### src/rtl/mrd_pkg.sv
// Shared types for the burst master read sequencer.
// Assumes: end code values are part of the external contract.
package mrd_pkg;

    typedef enum logic [1:0] {
        ST_IDLE = 2'd0,
        ST_ADDR = 2'd1,
        ST_DATA = 2'd2
    } seq_state_t;

    typedef enum logic [2:0] {
        END_OK     = 3'd0,
        END_MABORT = 3'd1,
        END_TABORT = 3'd2,
        END_STOP   = 3'd3,
        END_BUSRST = 3'd4,
        END_ALIGN  = 3'd5
    } end_code_t;

endpackage

### src/rtl/mrd_setup_check.sv
// Classifies a start request from the low address bits and the count.
// Assumes: QW_BYTES and ALIGN_BYTES are powers of two, ALIGN_BYTES > QW_BYTES.
module mrd_setup_check #(
    parameter int CNT_W       = 18,
    parameter int QW_BYTES    = 8,
    parameter int ALIGN_BYTES = 64,
    localparam int ALIGN_LSB  = $clog2(ALIGN_BYTES),
    localparam int QW_LSB     = $clog2(QW_BYTES)
) (
    input  logic [ALIGN_LSB-1:0] addr_low,
    input  logic [CNT_W-1:0]     count,
    output logic                 is_zero,
    output logic                 is_single,
    output logic                 is_misaligned,
    output logic [CNT_W-1:0]     eff_count
);

    // Decode: half-word-offset start forces one transfer, otherwise burst must be aligned
    always_comb begin
        is_zero       = (count == '0);
        is_single     = addr_low[QW_LSB-1];
        is_misaligned = !is_single && (addr_low[ALIGN_LSB-1:QW_LSB] != '0);
        eff_count     = is_single ? CNT_W'(1) : count;
    end

endmodule

### src/rtl/mrd_tracker.sv
// Holds the next quad-word address and the count of words still owed.
// Assumes: advance is only raised while remaining is non-zero.
module mrd_tracker #(
    parameter int ADDR_W   = 32,
    parameter int CNT_W    = 18,
    parameter int QW_BYTES = 8
) (
    input  logic              clk,
    input  logic              rst_n,
    input  logic              load,
    input  logic [ADDR_W-1:0] load_addr,
    input  logic [CNT_W-1:0]  load_count,
    input  logic              advance,
    output logic [ADDR_W-1:0] cur_addr,
    output logic              last_word,
    output logic              multi
);

    logic [CNT_W-1:0] remaining;

    // Load on start, step address and count on each received word
    always_ff @(posedge clk) begin
        if (!rst_n) begin
            cur_addr  <= '0;
            remaining <= '0;
        end else if (load) begin
            cur_addr  <= load_addr;
            remaining <= load_count;
        end else if (advance) begin
            cur_addr  <= cur_addr + ADDR_W'(QW_BYTES);
            remaining <= remaining - CNT_W'(1);
        end
    end

    // Flags for the controller and the address phase
    always_comb begin
        last_word = (remaining == CNT_W'(1));
        multi     = (remaining > CNT_W'(1));
    end

    AST_NO_UNDERFLOW: assert property (@(posedge clk) disable iff (!rst_n)
        advance |-> (remaining != '0));

endmodule

### src/rtl/mrd_timeout.sv
// Counts silent data-phase cycles after an address phase and flags a master abort.
// Assumes: arm is raised in the address phase, active throughout the data phase.
module mrd_timeout #(
    parameter int LIMIT = 5,
    localparam int TW   = $clog2(LIMIT + 1)
) (
    input  logic clk,
    input  logic rst_n,
    input  logic arm,
    input  logic active,
    input  logic resp,
    output logic expire
);

    logic [TW-1:0] cnt;
    logic          seen;

    // Track silent cycles until the first target response of the transaction
    always_ff @(posedge clk) begin
        if (!rst_n) begin
            cnt  <= '0;
            seen <= 1'b0;
        end else if (arm) begin
            cnt  <= '0;
            seen <= 1'b0;
        end else if (active) begin
            if (resp)
                seen <= 1'b1;
            else if (!seen)
                cnt <= cnt + TW'(1);
        end
    end

    // Expire in the last allowed silent cycle
    assign expire = active && !resp && !seen && (cnt == TW'(LIMIT - 1));

    AST_TO_BOUND: assert property (@(posedge clk) disable iff (!rst_n)
        active |-> (cnt < TW'(LIMIT)));

endmodule

### src/rtl/mrd_ctrl.sv
// Phase controller: accepts starts, sequences address and data phases,
// resumes after retry or disconnect, and ranks the end causes.
// Assumes: inputs are synchronous to clk; end_code is meaningful with done.
module mrd_ctrl
    import mrd_pkg::*;
(
    input  logic       clk,
    input  logic       rst_n,
    input  logic       start,
    input  logic       is_zero,
    input  logic       is_misaligned,
    input  logic       bus_reset,
    input  logic       stop_req,
    input  logic       tgt_ready,
    input  logic       tgt_retry,
    input  logic       tgt_disconnect,
    input  logic       tgt_abort,
    input  logic       fifo_ready,
    input  logic       last_word,
    input  logic       to_expire,
    output logic       load,
    output logic       xfer,
    output logic       addr_phase,
    output logic       data_phase,
    output logic       busy,
    output logic       done,
    output logic [2:0] end_code
);

    seq_state_t state, nxt;
    logic       fin;
    end_code_t  fin_code, code_q;

    // Phase decode
    always_comb begin
        addr_phase = (state == ST_ADDR);
        data_phase = (state == ST_DATA);
        busy       = (state != ST_IDLE);
        xfer       = data_phase && fifo_ready && tgt_ready &&
                     !tgt_retry && !tgt_abort && !bus_reset;
    end

    // Next phase and end cause, highest-priority cause first
    always_comb begin
        nxt      = state;
        fin      = 1'b0;
        fin_code = END_OK;
        load     = 1'b0;
        unique case (state)
            ST_IDLE: begin
                if (start && !bus_reset) begin
                    if (is_zero) begin
                        fin = 1'b1;
                    end else if (is_misaligned) begin
                        fin      = 1'b1;
                        fin_code = END_ALIGN;
                    end else begin
                        load = 1'b1;
                        nxt  = ST_ADDR;
                    end
                end
            end
            ST_ADDR: begin
                if (bus_reset) begin
                    fin      = 1'b1;
                    fin_code = END_BUSRST;
                end else if (stop_req) begin
                    fin      = 1'b1;
                    fin_code = END_STOP;
                end else begin
                    nxt = ST_DATA;
                end
            end
            ST_DATA: begin
                if (bus_reset) begin
                    fin      = 1'b1;
                    fin_code = END_BUSRST;
                end else if (tgt_abort) begin
                    fin      = 1'b1;
                    fin_code = END_TABORT;
                end else if (to_expire) begin
                    fin      = 1'b1;
                    fin_code = END_MABORT;
                end else if (xfer && last_word) begin
                    fin = 1'b1;
                end else if (stop_req) begin
                    fin      = 1'b1;
                    fin_code = END_STOP;
                end else if (tgt_retry || tgt_disconnect) begin
                    nxt = ST_ADDR;
                end
            end
            default: nxt = ST_IDLE;
        endcase
        if (fin)
            nxt = ST_IDLE;
    end

    // Phase register and registered end report
    always_ff @(posedge clk) begin
        if (!rst_n) begin
            state  <= ST_IDLE;
            done   <= 1'b0;
            code_q <= END_OK;
        end else begin
            state <= nxt;
            done  <= fin;
            if (fin)
                code_q <= fin_code;
        end
    end

    assign end_code = code_q;

    AST_ADDR_ONE_CYCLE: assert property (@(posedge clk) disable iff (!rst_n)
        addr_phase |=> !addr_phase);
    AST_DONE_WHEN_IDLE: assert property (@(posedge clk) disable iff (!rst_n)
        done |-> !busy);
    AST_ALIGN_NO_TXN: assert property (@(posedge clk) disable iff (!rst_n)
        (!busy && start && !bus_reset && !is_zero && is_misaligned)
        |=> (!busy && done && end_code == END_ALIGN));
    AST_TABORT_ENDS: assert property (@(posedge clk) disable iff (!rst_n)
        (data_phase && tgt_abort && !bus_reset)
        |=> (done && end_code == END_TABORT));

endmodule

### src/rtl/mrd_burst_seq.sv
// Burst master read sequencer top: wires the start classifier, the address
// and count tracker, the response timeout and the phase controller, and
// passes received quad words straight to the downstream FIFO.
// Assumes: one operation at a time; starts while busy are ignored.
module mrd_burst_seq #(
    parameter int ADDR_W      = 32,
    parameter int CNT_W       = 18,
    parameter int DATA_W      = 64,
    parameter int ALIGN_BYTES = 64,
    parameter int TIMEOUT     = 5
) (
    input  logic                  clk,
    input  logic                  rst_n,
    input  logic                  start,
    input  logic [ADDR_W-1:0]     start_addr,
    input  logic [CNT_W-1:0]      start_count,
    input  logic                  stop_req,
    input  logic                  bus_reset,
    input  logic [DATA_W/8-1:0]   rd_be,
    output logic                  bus_addr_valid,
    output logic [ADDR_W-1:0]     bus_addr,
    output logic                  bus_burst,
    output logic                  bus_data_phase,
    output logic                  bus_irdy,
    output logic [DATA_W/8-1:0]   bus_be,
    input  logic                  tgt_ready,
    input  logic [DATA_W-1:0]     tgt_data,
    input  logic                  tgt_retry,
    input  logic                  tgt_disconnect,
    input  logic                  tgt_abort,
    output logic                  fifo_valid,
    output logic [DATA_W-1:0]     fifo_data,
    input  logic                  fifo_ready,
    output logic                  busy,
    output logic                  done,
    output logic [2:0]            end_code
);

    localparam int QW_BYTES  = DATA_W / 8;
    localparam int ALIGN_LSB = $clog2(ALIGN_BYTES);

    logic             is_zero, is_single, is_misaligned;
    logic [CNT_W-1:0] eff_count;
    logic             load, xfer, addr_phase, data_phase;
    logic             last_word, multi, to_expire, tgt_resp;

    mrd_setup_check #(
        .CNT_W(CNT_W), .QW_BYTES(QW_BYTES), .ALIGN_BYTES(ALIGN_BYTES)
    ) u_check (
        .addr_low(start_addr[ALIGN_LSB-1:0]),
        .count(start_count),
        .is_zero(is_zero),
        .is_single(is_single),
        .is_misaligned(is_misaligned),
        .eff_count(eff_count)
    );

    mrd_tracker #(
        .ADDR_W(ADDR_W), .CNT_W(CNT_W), .QW_BYTES(QW_BYTES)
    ) u_track (
        .clk(clk),
        .rst_n(rst_n),
        .load(load),
        .load_addr(start_addr),
        .load_count(eff_count),
        .advance(xfer),
        .cur_addr(bus_addr),
        .last_word(last_word),
        .multi(multi)
    );

    // Any target reaction counts as a response for the timeout
    assign tgt_resp = tgt_ready || tgt_retry || tgt_disconnect || tgt_abort;

    mrd_timeout #(.LIMIT(TIMEOUT)) u_to (
        .clk(clk),
        .rst_n(rst_n),
        .arm(addr_phase),
        .active(data_phase),
        .resp(tgt_resp),
        .expire(to_expire)
    );

    mrd_ctrl u_ctrl (
        .clk(clk),
        .rst_n(rst_n),
        .start(start),
        .is_zero(is_zero),
        .is_misaligned(is_misaligned),
        .bus_reset(bus_reset),
        .stop_req(stop_req),
        .tgt_ready(tgt_ready),
        .tgt_retry(tgt_retry),
        .tgt_disconnect(tgt_disconnect),
        .tgt_abort(tgt_abort),
        .fifo_ready(fifo_ready),
        .last_word(last_word),
        .to_expire(to_expire),
        .load(load),
        .xfer(xfer),
        .addr_phase(addr_phase),
        .data_phase(data_phase),
        .busy(busy),
        .done(done),
        .end_code(end_code)
    );

    // Bus-side drive: byte enables only while data moves, irdy from FIFO space
    always_comb begin
        bus_addr_valid = addr_phase;
        bus_burst      = addr_phase && multi;
        bus_data_phase = data_phase;
        bus_irdy       = data_phase && fifo_ready;
        bus_be         = data_phase ? rd_be : '0;
        fifo_valid     = xfer;
        fifo_data      = tgt_data;
    end

    AST_NO_PUSH_STALLED: assert property (@(posedge clk) disable iff (!rst_n)
        fifo_valid |-> fifo_ready);

endmodule

### config.mk
export PLATFORM = sky130hd
export DESIGN_NAME = mrd_burst_seq
export DESIGN_NICKNAME = d
export VERILOG_FILES = /design/src/rtl/mrd_pkg.sv /design/src/rtl/mrd_setup_check.sv /design/src/rtl/mrd_tracker.sv /design/src/rtl/mrd_timeout.sv /design/src/rtl/mrd_ctrl.sv /design/src/rtl/mrd_burst_seq.sv
export SDC_FILE = /design/constraint.sdc
export NUM_CORES = 1
export LEC_CHECK = 0
export BUFFER_PORTS_ARGS = -buffer_cell sky130_fd_sc_hd__buf_4
export CAP_MARGIN = 20
export CORE_AREA = 2 2 94 96
export DETAILED_ROUTE_END_ITERATION = 6
export DIE_AREA = 0 0 96 98
export GPL_ROUTABILITY_DRIVEN = 1
export MAX_ROUTING_LAYER = met4
export PLACE_DENSITY = 0.86
export SKIP_CTS_REPAIR_TIMING = 1
export SLEW_MARGIN = 15
export SYNTH_ARGS = -nofsm -noshare
export SYNTH_HDL_FRONTEND = slang
export SYNTH_SLANG_ARGS = --single-unit
### constraint.sdc
create_clock -name clk -period 4.75 [get_ports clk]
set_input_delay 0 -clock clk [delete_from_list [all_inputs] [get_ports clk]]
set_output_delay 0 -clock clk [all_outputs]
set_load 0.02 [all_outputs]
* Word-level counts from Yosys, hierarchy flattened *
Cells that the tools add are included.

cells by class
  reductions and logical operators = 32
  mux-type cells = 42
  $lt $le $gt $ge = 1
  add/subtract/negate cells = 3
  bitwise operators = 3
  equal/unequal tests = 15

operator list
  kind                     number
  $mux W32                 2
  $mux W18                 3
  $add A32 B4 Y32 const B  1
  $mux W2                  13
  $mux W3                  7
  $eq A18 B1 Y1 const B    1
  $gt A18 B1 Y1 const B    1
  $logic_not A18 Y1        1
  $ne A2 B2 Y1 const B     9
  $sub A18 B1 Y18 const B  1
  $mux W1                  13
  $logic_and A1 B1 Y1      12
  $reduce_and A11 Y1       1
  $pmux W3 S3              1
  $mux W8                  1
  $logic_not A1 Y1         6
  $pmux W2 S3              1
  $logic_or A1 B1 Y1       4
  $ne A2 B1 Y1 const B     2
  $reduce_bool A2 Y1       2
  $reduce_or A2 Y1         2
  $add A3 B1 Y3 const B    1
  $eq A3 B3 Y1 const B     1
  $not A1 Y1               3
  other kinds (7)          7

storage, ports and cells
  logic and storage cells = 103
  input port bits = 132
  register bits = 60
  output and inout port bits = 114

* Depth between registers and ports, before layout *
Gate-level depths: netlist of the first run.

  word-level depth = 13
  gate-level depth with buffers = 12
  mapped depth without buffers = 9

* Hierarchy *
A second synthesis of the first run with hierarchy kept.

second synthesis, totals
  cell total of the unflattened synthesis = 533
  area, all modules = 4285.4 µm²

modules (own cells, without submodules)
  module           area an instance (µm²)  seq. area each (µm²)  cells each  times used
  mrd_tracker      2806.4                  1001.0                344         1
  mrd_burst_seq    550.5                   0.0                   75          1
  mrd_ctrl         510.5                   120.1                 64          1
  mrd_timeout      234.0                   80.1                  22          1
  mrd_setup_check  183.9                   0.0                   28          1

* Worst setup path after synthesis of the first run *
Ideal clock, no wire load.

  path type = reg2reg
  start = register u_ctrl.state[0]
  end = register u_track.cur_addr[28]
  setup time = 0.074 ns
  arrival = 2.512 ns
  period minus slack after synthesis = 2.586 ns
  setup slack = 2.164 ns
  buffers on the path = 2
  required time = 4.676 ns
  cell stages (with the launch flop) = 12
  path through = dfxtp_1 -> inv_1 -> ha_1 -> buf_2 -> and4b_1 -> clkbuf_1 -> nand2_1 -> inv_2 -> nand3_1 -> or3_1 -> or3_1 -> a31oi_1

between the ends
  word-level cells in the longest chain between the ends = 7
  elaborated cells between the ends (all ways) = 10
  classes of those cells = eq/ne: 1; mux: 2; reduce/logical: 7

ends and longest elaborated chain
  element                            RTL line             source
  start, declared                    mrd_ctrl.sv:30       seq_state_t state, nxt;
  start signal, assigned             mrd_ctrl.sv:106      state <= nxt;
  $eq A2 B2 Y1                       mrd_ctrl.sv:37       data_phase = (state == ST_DATA);
  via bus_data_phase                 mrd_burst_seq.sv:23  output logic bus_data_phase,
  $logic_and A1 B1 Y1 (3 in series)  mrd_ctrl.sv:39       xfer = data_phase && fifo_ready && tgt_ready &&
  $logic_and A1 B1 Y1 (2 in series)  mrd_ctrl.sv:40       !tgt_retry && !tgt_abort && !bus_reset;
  via fifo_valid                     mrd_burst_seq.sv:31  output logic fifo_valid,
  $reduce_bool A2 Y1 (no line)       --
  end signal, assigned               mrd_tracker.sv:27    cur_addr <= load_addr;
  end signal, assigned               mrd_tracker.sv:30    cur_addr <= cur_addr + ADDR_W'(QW_BYTES);
  end, declared                      mrd_tracker.sv:14    output logic [ADDR_W-1:0] cur_addr,

The timed path passes the listed nets, and every way through them passes these cells.
A chain may end at the register's enable or synchronous reset.

* Worst setup path in the final report of the first run *
  start = register u_ctrl.state[0]
  end = register u_track.cur_addr[30]

between the ends
  word-level cells in the longest chain between the ends = 7
  elaborated cells between the ends (all ways) = 10
  classes of those cells = eq/ne: 1; mux: 2; reduce/logical: 7

ends and longest elaborated chain
  element                            RTL line
  $eq A2 B2 Y1                       mrd_ctrl.sv:37
  $logic_and A1 B1 Y1 (3 in series)  mrd_ctrl.sv:39
  $logic_and A1 B1 Y1 (2 in series)  mrd_ctrl.sv:40
  $reduce_bool A2 Y1 (no line)       --

Parallel ways exist; a longest one is shown, timed or not.

==> results of run 1 <==
metal layers:
metal	up-vias	GRT usage, %	share of wire, %
met3	41	4.94	6.5
li1	1796	-	-
met2	136	36.2	50
met1	1660	25.8	41
met5	-	-	0
met4	0	9.78	2.4
path summary, 6_finish.rpt:
path                                                     endpoint  slack [ns]  depth (start not counted)
worst max-delay path            u_track.cur_addr[30]$_SDFFE_PN0N_        1.59                          9
worst min-delay path            u_track.cur_addr[21]$_SDFFE_PN0N_       -0.03                          3
worst max register to register  u_track.cur_addr[30]$_SDFFE_PN0N_        1.59                          9
worst min register to register   u_track.cur_addr[0]$_SDFFE_PN0P_        0.46                          2
cell type report:
type	count	area (um^2)
Inverter	18	67.6
Clock inverter	5	75.1
Clock buffer	11	141
Timing Repair Buffer	143	1140
Fill cell	756	3640
Tap cell	108	135
Sequential cell	60	1200
Multi-Input combinational cell	324	2060
state kept, by name (all words and copies together) (netlist names):
signal / flops
u_ctrl.done: 1
u_ctrl.end_code: 3
u_ctrl.state: 2
u_to.cnt: 3
u_to.seen: 1
u_track.cur_addr: 32
u_track.remaining: 18
power groups by stage:
stage	sequential [mW]	clock [mW]	combinational, mW
after global placement	0.639	0	0.444
after global routing	0.643	0.544	0.511
after floorplan	0.685	0	0.297
after detailed placement	0.643	0	0.455
final	0.633	0.513	0.472
after CTS	0.632	0.522	0.457
metrics by stage:
step	hold slack, ns	std cells	worst slack, ns
finish	-0.0324	669	1.59
global route	0.0000298	669	1.32
CTS	-0.0940	645	1.62
detailed placement	0.000137	629	1.62
global placement	0.000137	628	1.83
floorplan	0.113	489	2.16
cell usage in the layout (no fill, tap or decap), types with 20 or more instances in the layout:
cell	Yosys	routed
a211oi_1	22	22
a21oi_1	37	37
buf_4	64	118
dfxtp_1	60	60
dlygate4sd3_1	0	24
nand2_1	24	24
nor2_1	42	42
nor3_1	20	20
o21ai_0	23	23
xnor2_1	24	24
xor2_1	20	20
tightest hold or removal path, cell delays in order:
cell     delay [ns]
buf_4          0.08
o21ai_0        0.07
a21oi_1        0.10
cells in the mapped netlist, types with 4 or more instances:
master,number,area [um^2]
xnor2_1,24,210
inv_1,17,63.8
nor3b_1,4,30.0
a211oi_1,22,165
clkbuf_1,21,78.8
and2_1,9,56.3
nor3_1,20,100
nand3_1,15,75.1
or4_1,4,30.0
or3_1,5,31.3
dfxtp_1,60,1200
and3_1,5,31.3
nor2_1,42,158
buf_4,64,480
nand4_1,8,50.1
nand2_1,24,90.1
nor4_1,12,75.1
ha_1,9,113
o21ai_0,23,115
xor2_1,20,175
a21oi_1,37,185
cells by family after synthesis:
group                      after synthesis
AOI/OAI and AO/OA                      108
xor gates and xnor gates                44
adders and majority gates                9
buffers and inverters                  105
DFF                                     60
muxes                                    2
and+or+nand+nor                        161
==> insert_results.sql, run 1 <==
INSERT INTO impl_metrics (metric_group, metric, value, unit) VALUES
('pwr', 'power.combinational.fraction', '29.2', '%'),
('job', 'drv.max_cap_violation_count', '0', ''),
('critical_path', 'critical_path.reg2reg.startpoint', 'u_ctrl.state[0]$_SDFFE_PP0P_', ''),
('route', 'drt-vias-per-instance', '5.43', ''),
('yosys', 'synth-compound-area-share', '17.9', '%'),
('critical_path', 'timing.critical_path.from', 'u_ctrl.state[0]$_SDFFE_PP0P_', ''),
('critical_path', 'stage_delay_of_the_slowest_cell_on_the_critical_path', '0.52', 'ns'),
('critical_path', 'dominant_delay_contributor_by_cell_family_on_the_critical_path', 'simple AND/OR/NAND/NOR gates', ''),
('clock_network', 'numCtsBuffers', '9', ''),
('pwr', 'total_power_density_per_cell_area', '335', 'mW/mm^2'),
('sta', 'setup_viol', '0', ''),
('clock_network', 'clk_root_buffer_cell', 'clkbuf_8', ''),
('clock_network', 'ctsHtreeMaxLevel', '3', ''),
('route', 'detailroute.via_count', '3633', ''),
('yosys', 'synthesis.nets', '630', ''),
('yosys', 'synth_mux_area_share', '0.515', '%'),
('critical_path', 'worstPathArrival', '3.42', 'ns'),
('clock_network', 'clock-sinks', '60', ''),
('sta', 'fin_tns_setup', '0', 'ns'),
('sta', 'finalHoldViolCount', '10', ''),
('yosys', 'synth-warning-count', '0', ''),
('place', 'gpl.final_weighted_congestion', '0.870', ''),
('critical_path', 'crit_top_cell', 'or3_1', ''),
('critical_path', 'library_cell_contributing_the_largest_single_delay_on_the_critical_path', 'ha_1', ''),
('route', 'drt-wirelength-per-cell', '15.5', 'um'),
('yosys', 'post_synthesis_area_per_instance', '7.94', 'um^2'),
('route', 'drtPass1Iterations', '4', ''),
('layout', 'design_area', '0.00483', 'mm^2'),
('clock_network', 'clock_insertion_delay_worst_skew', '0.34', 'ns'),
('pwr', 'fin_total_pwr', '1.62', 'mW'),
('yosys', 'post_synth_fa_ha_maj_area_fraction', '2.90', '%'),
('yosys', 'netlist-cell-type-count', '52', ''),
('route', 'ant_nets', '0', ''),
('sta', 'final-max-slew-violation-count', '0', ''),
('sta', 'period_share', '66.5', '%'),
('global_route', 'grt.total_usage', '22.2', '%'),
('floorplan', 'die_x', '96', 'um'),
('floorplan', 'coreArea', '0.00847', 'mm^2'),
('sta', 'finalWorstPathRequiredPeriod', '3.16', 'ns'),
('global_route', 'vias_in_the_first_global_route', '3419', ''),
('yosys', 'synthXorXnorAreaFrac', '9.92', '%'),
('route', 'route.final.wire_length', '10400', 'um'),
('critical_path', 'required', '5.01', 'ns'),
('pwr', 'power.switching_fraction', '32.4', '%'),
('sta', 'skew', '0.00755', 'ns'),
('status', 'run_status', 'complete, but fails checks', ''),
('layout', 'final_cell_utilization_of_the_core', '57.0', '%'),
('route', 'detail_route.iter0.violations', '116', ''),
('yosys', 'main_combinational_cell_family_by_area_after_synthesis', 'simple AND/OR/NAND/NOR gates', ''),
('global_route', 'grt_pass1_wl', '16100', 'um'),
('global_route', 'largest_net_degree_at_the_start_of_global_routing', '60', ''),
('yosys', 'syn_area', '0.00388', 'mm^2'),
('yosys', 'syn_inst', '489', ''),
('yosys', 'async_reset_ff_share', '0', '%'),
('worst_hold_path', 'holdCritPathClass', 'primary input to register', ''),
('place', 'dp_hpwl', '7690', 'um'),
('yosys', 'synth_simple_gate_area_share', '21.5', '%'),
('global_route', 'grt_antenna_before_repair', '0', ''),
('yosys', 'yosys_reg_bits', '60', ''),
('sta', 'hold_slack', '-0.0324', 'ns'),
('critical_path', 'critPathMaxFanout', '20', ''),
('route', 'residual_drc', '0', ''),
('sta', 'rsz0062_at_grt', 'no', ''),
('clock_network', 'cts_tree', 'done', ''),
('sta', 'maxClockFrequency', '0.317', 'GHz'),
('critical_path', 'crit_path_cell_trace', 'inv_1 > ha_1 > and4b_1 > nand2_1 > inv_2 > nand3_1 > or3_1 > or3_1 > a31oi_1', ''),
('critical_path', 'cp.buffers_inverters', '2', ''),
('pwr', 'seqPwrFrac', '39.1', '%'),
('critical_path', 'setup.worst_path.end_class', 'register', ''),
('floorplan', 'ioPinCount', '246', ''),
('status', 'violations', 'negative hold slack', '');
Note: power is estimated with default switching activity, not from simulation.
==> run 2: changes to the inputs <==
CORE_AREA = unset   (was 2 2 94 96)
CORE_ASPECT_RATIO = 1.4   (was unset)
CORE_UTILIZATION = 43   (was unset)
DIE_AREA = unset   (was 0 0 96 98)
PLACE_DENSITY = 0.81   (was 0.86)
clock period = 3.18 ns   (was 4.75 ns; I/O delays follow)
==> insert_results.sql, run 2 (synthesis results as in run 1) <==
INSERT INTO impl_metrics (metric_group, metric, value, unit) VALUES
('global_route', 'largest_net_degree_at_the_start_of_global_routing', '58', ''),
('critical_path', 'dominant_delay_contributor_by_cell_family_on_the_critical_path', 'simple AND/OR/NAND/NOR gates', ''),
('floorplan', 'ioPinCount', '246', ''),
('place', 'gpl.final_weighted_congestion', '0.905', ''),
('floorplan', 'floorplan.initialDensity', '44.9', '%'),
('sta', 'finalWorstPathRequiredPeriod', '2.53', 'ns'),
('worst_hold_path', 'worstHoldEndpoint', 'u_track.cur_addr[22]$_SDFFE_PN0N_', ''),
('floorplan', 'die_height', '114', 'um'),
('floorplan', 'placementRows', '40', ''),
('global_route', 'overflow', '0', ''),
('sta', 'hold_slack', '-0.0465', 'ns'),
('critical_path', 'reg2regPathDepth', '10', ''),
('sta', 'fin_tns_setup', '0', 'ns'),
('clock_network', 'cts_tree', 'done', ''),
('route', 'ant_nets', '0', ''),
('sta', 'worst_pin_slew', '0.687', 'ns'),
('clock_network', 'clock-sinks', '60', ''),
('sta', 'period_share', '79.7', '%'),
('place', 'dp_hpwl', '8120', 'um'),
('sta', 'skew', '0.00556', 'ns'),
('layout', 'area_growth', '27.5', '%'),
('global_route', 'grt.total_usage', '24.1', '%'),
('status', 'run_status', 'complete, but fails checks', ''),
('critical_path', 'critical_path.reg2reg.startpoint', 'u_ctrl.state[0]$_SDFFE_PP0P_', ''),
('floorplan', 'die_x', '82.3', 'um'),
('critical_path', 'crit_top_cell', 'or3_1', ''),
('sta', 'slew-limit-headroom', '53.8', '%'),
('layout', 'largest_register', 'u_track.cur_addr', ''),
('worst_hold_path', 'cell_count_of_the_worst_hold_path', '3', ''),
('clock_network', 'clk_root_buffer_cell', 'clkbuf_16', ''),
('global_route', 'grt_pass1_wl', '16600', 'um'),
('layout', 'mostFrequentLayoutCells', '123 x buf_4, 60 x dfxtp_1, 42 x nor2_1, 37 x a21oi_1', ''),
('pwr', 'power.static_leakage', '1.99', 'nW'),
('clock_network', 'numCtsBuffers', '9', ''),
('worst_hold_path', 'hold_start', 'start_addr[22]', ''),
('job', 'drv.max_cap_violation_count', '0', ''),
('clock_network', 'clockBufferDepth', '2', ''),
('layout', 'nNetsFinal', '699', ''),
('sta', 'rsz0062_at_grt', 'no', ''),
('sta', 'setup_viol', '0', ''),
('critical_path', 'setup.worst_path.end_class', 'register', ''),
('sta', 'final-max-slew-violation-count', '0', ''),
('critical_path', 'library_cell_contributing_the_largest_single_delay_on_the_critical_path', 'or3_1', ''),
('clock_network', 'clock_insertion_delay_worst_skew', '0.33', 'ns'),
('route', 'drt-vias-per-instance', '5.51', ''),
('clock_network', 'clkTransAtPathRegs', '0.06', 'ns'),
('critical_path', 'critPathMaxFanout', '11', ''),
('critical_path', 'stage_delay_of_the_slowest_cell_on_the_critical_path', '0.35', 'ns'),
('layout', 'largest_reg_flops', '32', ''),
('global_route', 'vias_in_the_first_global_route', '3435', ''),
('sta', 'maxClockFrequency', '0.395', 'GHz'),
('route', 'route.final.wire_length', '10800', 'um'),
('critical_path', 'rr_endpoint', 'u_track.cur_addr[30]$_SDFFE_PN0N_', ''),
('sta', 'finalHoldViolCount', '10', ''),
('critical_path', 'cp.buffers_inverters', '3', ''),
('layout', 'registers_with_the_most_flip_flops', 'u_track.cur_addr (32), u_track.remaining (18)', ''),
('critical_path', 'crit_path_cell_trace', 'inv_1 > ha_1 > and4b_1 > nand2_1 > inv_2 > nand3_1 > buf_4 > or3_1 > or3_1 > a31oi_1', ''),
('pwr', 'fin_total_pwr', '2.72', 'mW'),
('critical_path', 'setup.worst_path.start_class', 'register', ''),
('route', 'detail_route.iter0.violations', '155', ''),
('worst_hold_path', 'holdCritPathClass', 'primary input to register', ''),
('pwr', 'vdd_ir_drop_max', '0.330', 'mV'),
('critical_path', 'timing.critical_path.from', 'u_ctrl.state[0]$_SDFFE_PP0P_', ''),
('route', 'detailroute.via_count', '3683', ''),
('layout', 'final_common_cell', 'buf_4', ''),
('route', 'residual_drc', '0', ''),
('place', 'place.port_buffers', '117', ''),
('layout', 'drive_gt1_share', '26.3', '%'),
('critical_path', 'criticalPathCategory', 'register to register', ''),
('critical_path', 'rrSetupSlack', '0.65', 'ns'),
('route', 'drtPass1Iterations', '4', ''),
('clock_network', 'ctsHtreeMaxLevel', '3', ''),
('global_route', 'grt_antenna_before_repair', '0', ''),
('critical_path', 'required', '3.44', 'ns'),
('route', 'drt-wirelength-per-cell', '16.2', 'um'),
('layout', 'diode_insertion_count_for_antenna_repair', '0', ''),
('status', 'violations', 'negative hold slack', ''),
('pwr', 'total_power_density_per_cell_area', '549', 'mW/mm^2'),
('critical_path', 'worstPathArrival', '2.79', 'ns'),
('floorplan', 'coreArea', '0.00866', 'mm^2'),
('floorplan', 'overall_die_area', '0.00942', 'mm^2');
==> run 2: cell types whose count changed in the layout (fill, tap and decap cells not counted), sizes merged <==
cell	before	now
buf	119	124
inv	18	19
clkinvlp	0	3
dlygate4sd3	24	21
clkinv	3	1
clkbuf	11	9
==> run 2: cell type report <==
type                            instances  area (um^2)
Clock buffer                            9          225
Clock inverter                          7          100
Fill cell                             788         3710
Inverter                               18         67.6
Multi-Input combinational cell        324         2060
Sequential cell                        60         1200
Tap cell                              105          131
Timing Repair Buffer                  145         1160
==> run 2: routing by layer <==
metal / wire [um] / GRT usage [%] / up-vias
met3: 906 / 8.05 / 65
met5: 0 / - / -
met1: 3860 / 23.6 / 1670
li1: - / - / 1799
met4: 571 / 16.3 / 0
met2: 5470 / 39.4 / 149
==> run 2: worst max-delay path by stage <==
stage / endpoint / cells after the start
finish: u_track.cur_addr[30]$_SDFFE_PN0N_ / 10
global route: u_track.cur_addr[28]$_SDFFE_PN0N_ / 10
CTS: u_track.cur_addr[30]$_SDFFE_PN0N_ / 10
detailed placement: u_track.cur_addr[28]$_SDFFE_PN0N_ / 10
global placement: u_ctrl.end_code[2]$_SDFFE_PN0P_ / 6
floorplan: u_track.cur_addr[28]$_SDFFE_PN0N_ / 11
==> run 2: power breakdown <==
group / switching, mW / internal, mW
Combinational: 0.379 / 0.337
Clock: 0.364 / 0.689
Sequential: 0.0996 / 0.849
Total: 0.842 / 1.87
==> run 2: worst register-to-register path: cells and delay by family, from the launching register on <==
kind,cells,cell delay (ns)
adders and majority gates,1,0.19
AOI/OAI and AO/OA,1,0.16
DFF,1,0.32
buffers and inverters,3,0.50
and+or+nand+nor,5,1.29
==> run 2: through the flow <==
step	std cells	worst slack, ns	hold WS (ns)	util (%)	cell area (um^2)
floorplan	489	0.594	0.113	-	3880
global placement	630	0.801	0.000149	50.7	4390
detailed placement	631	0.673	0.000149	51.0	4420
CTS	647	0.656	-0.0892	54.8	4740
global route	668	0.431	0.0000292	57.2	4950
finish	668	0.647	-0.0465	57.2	4950
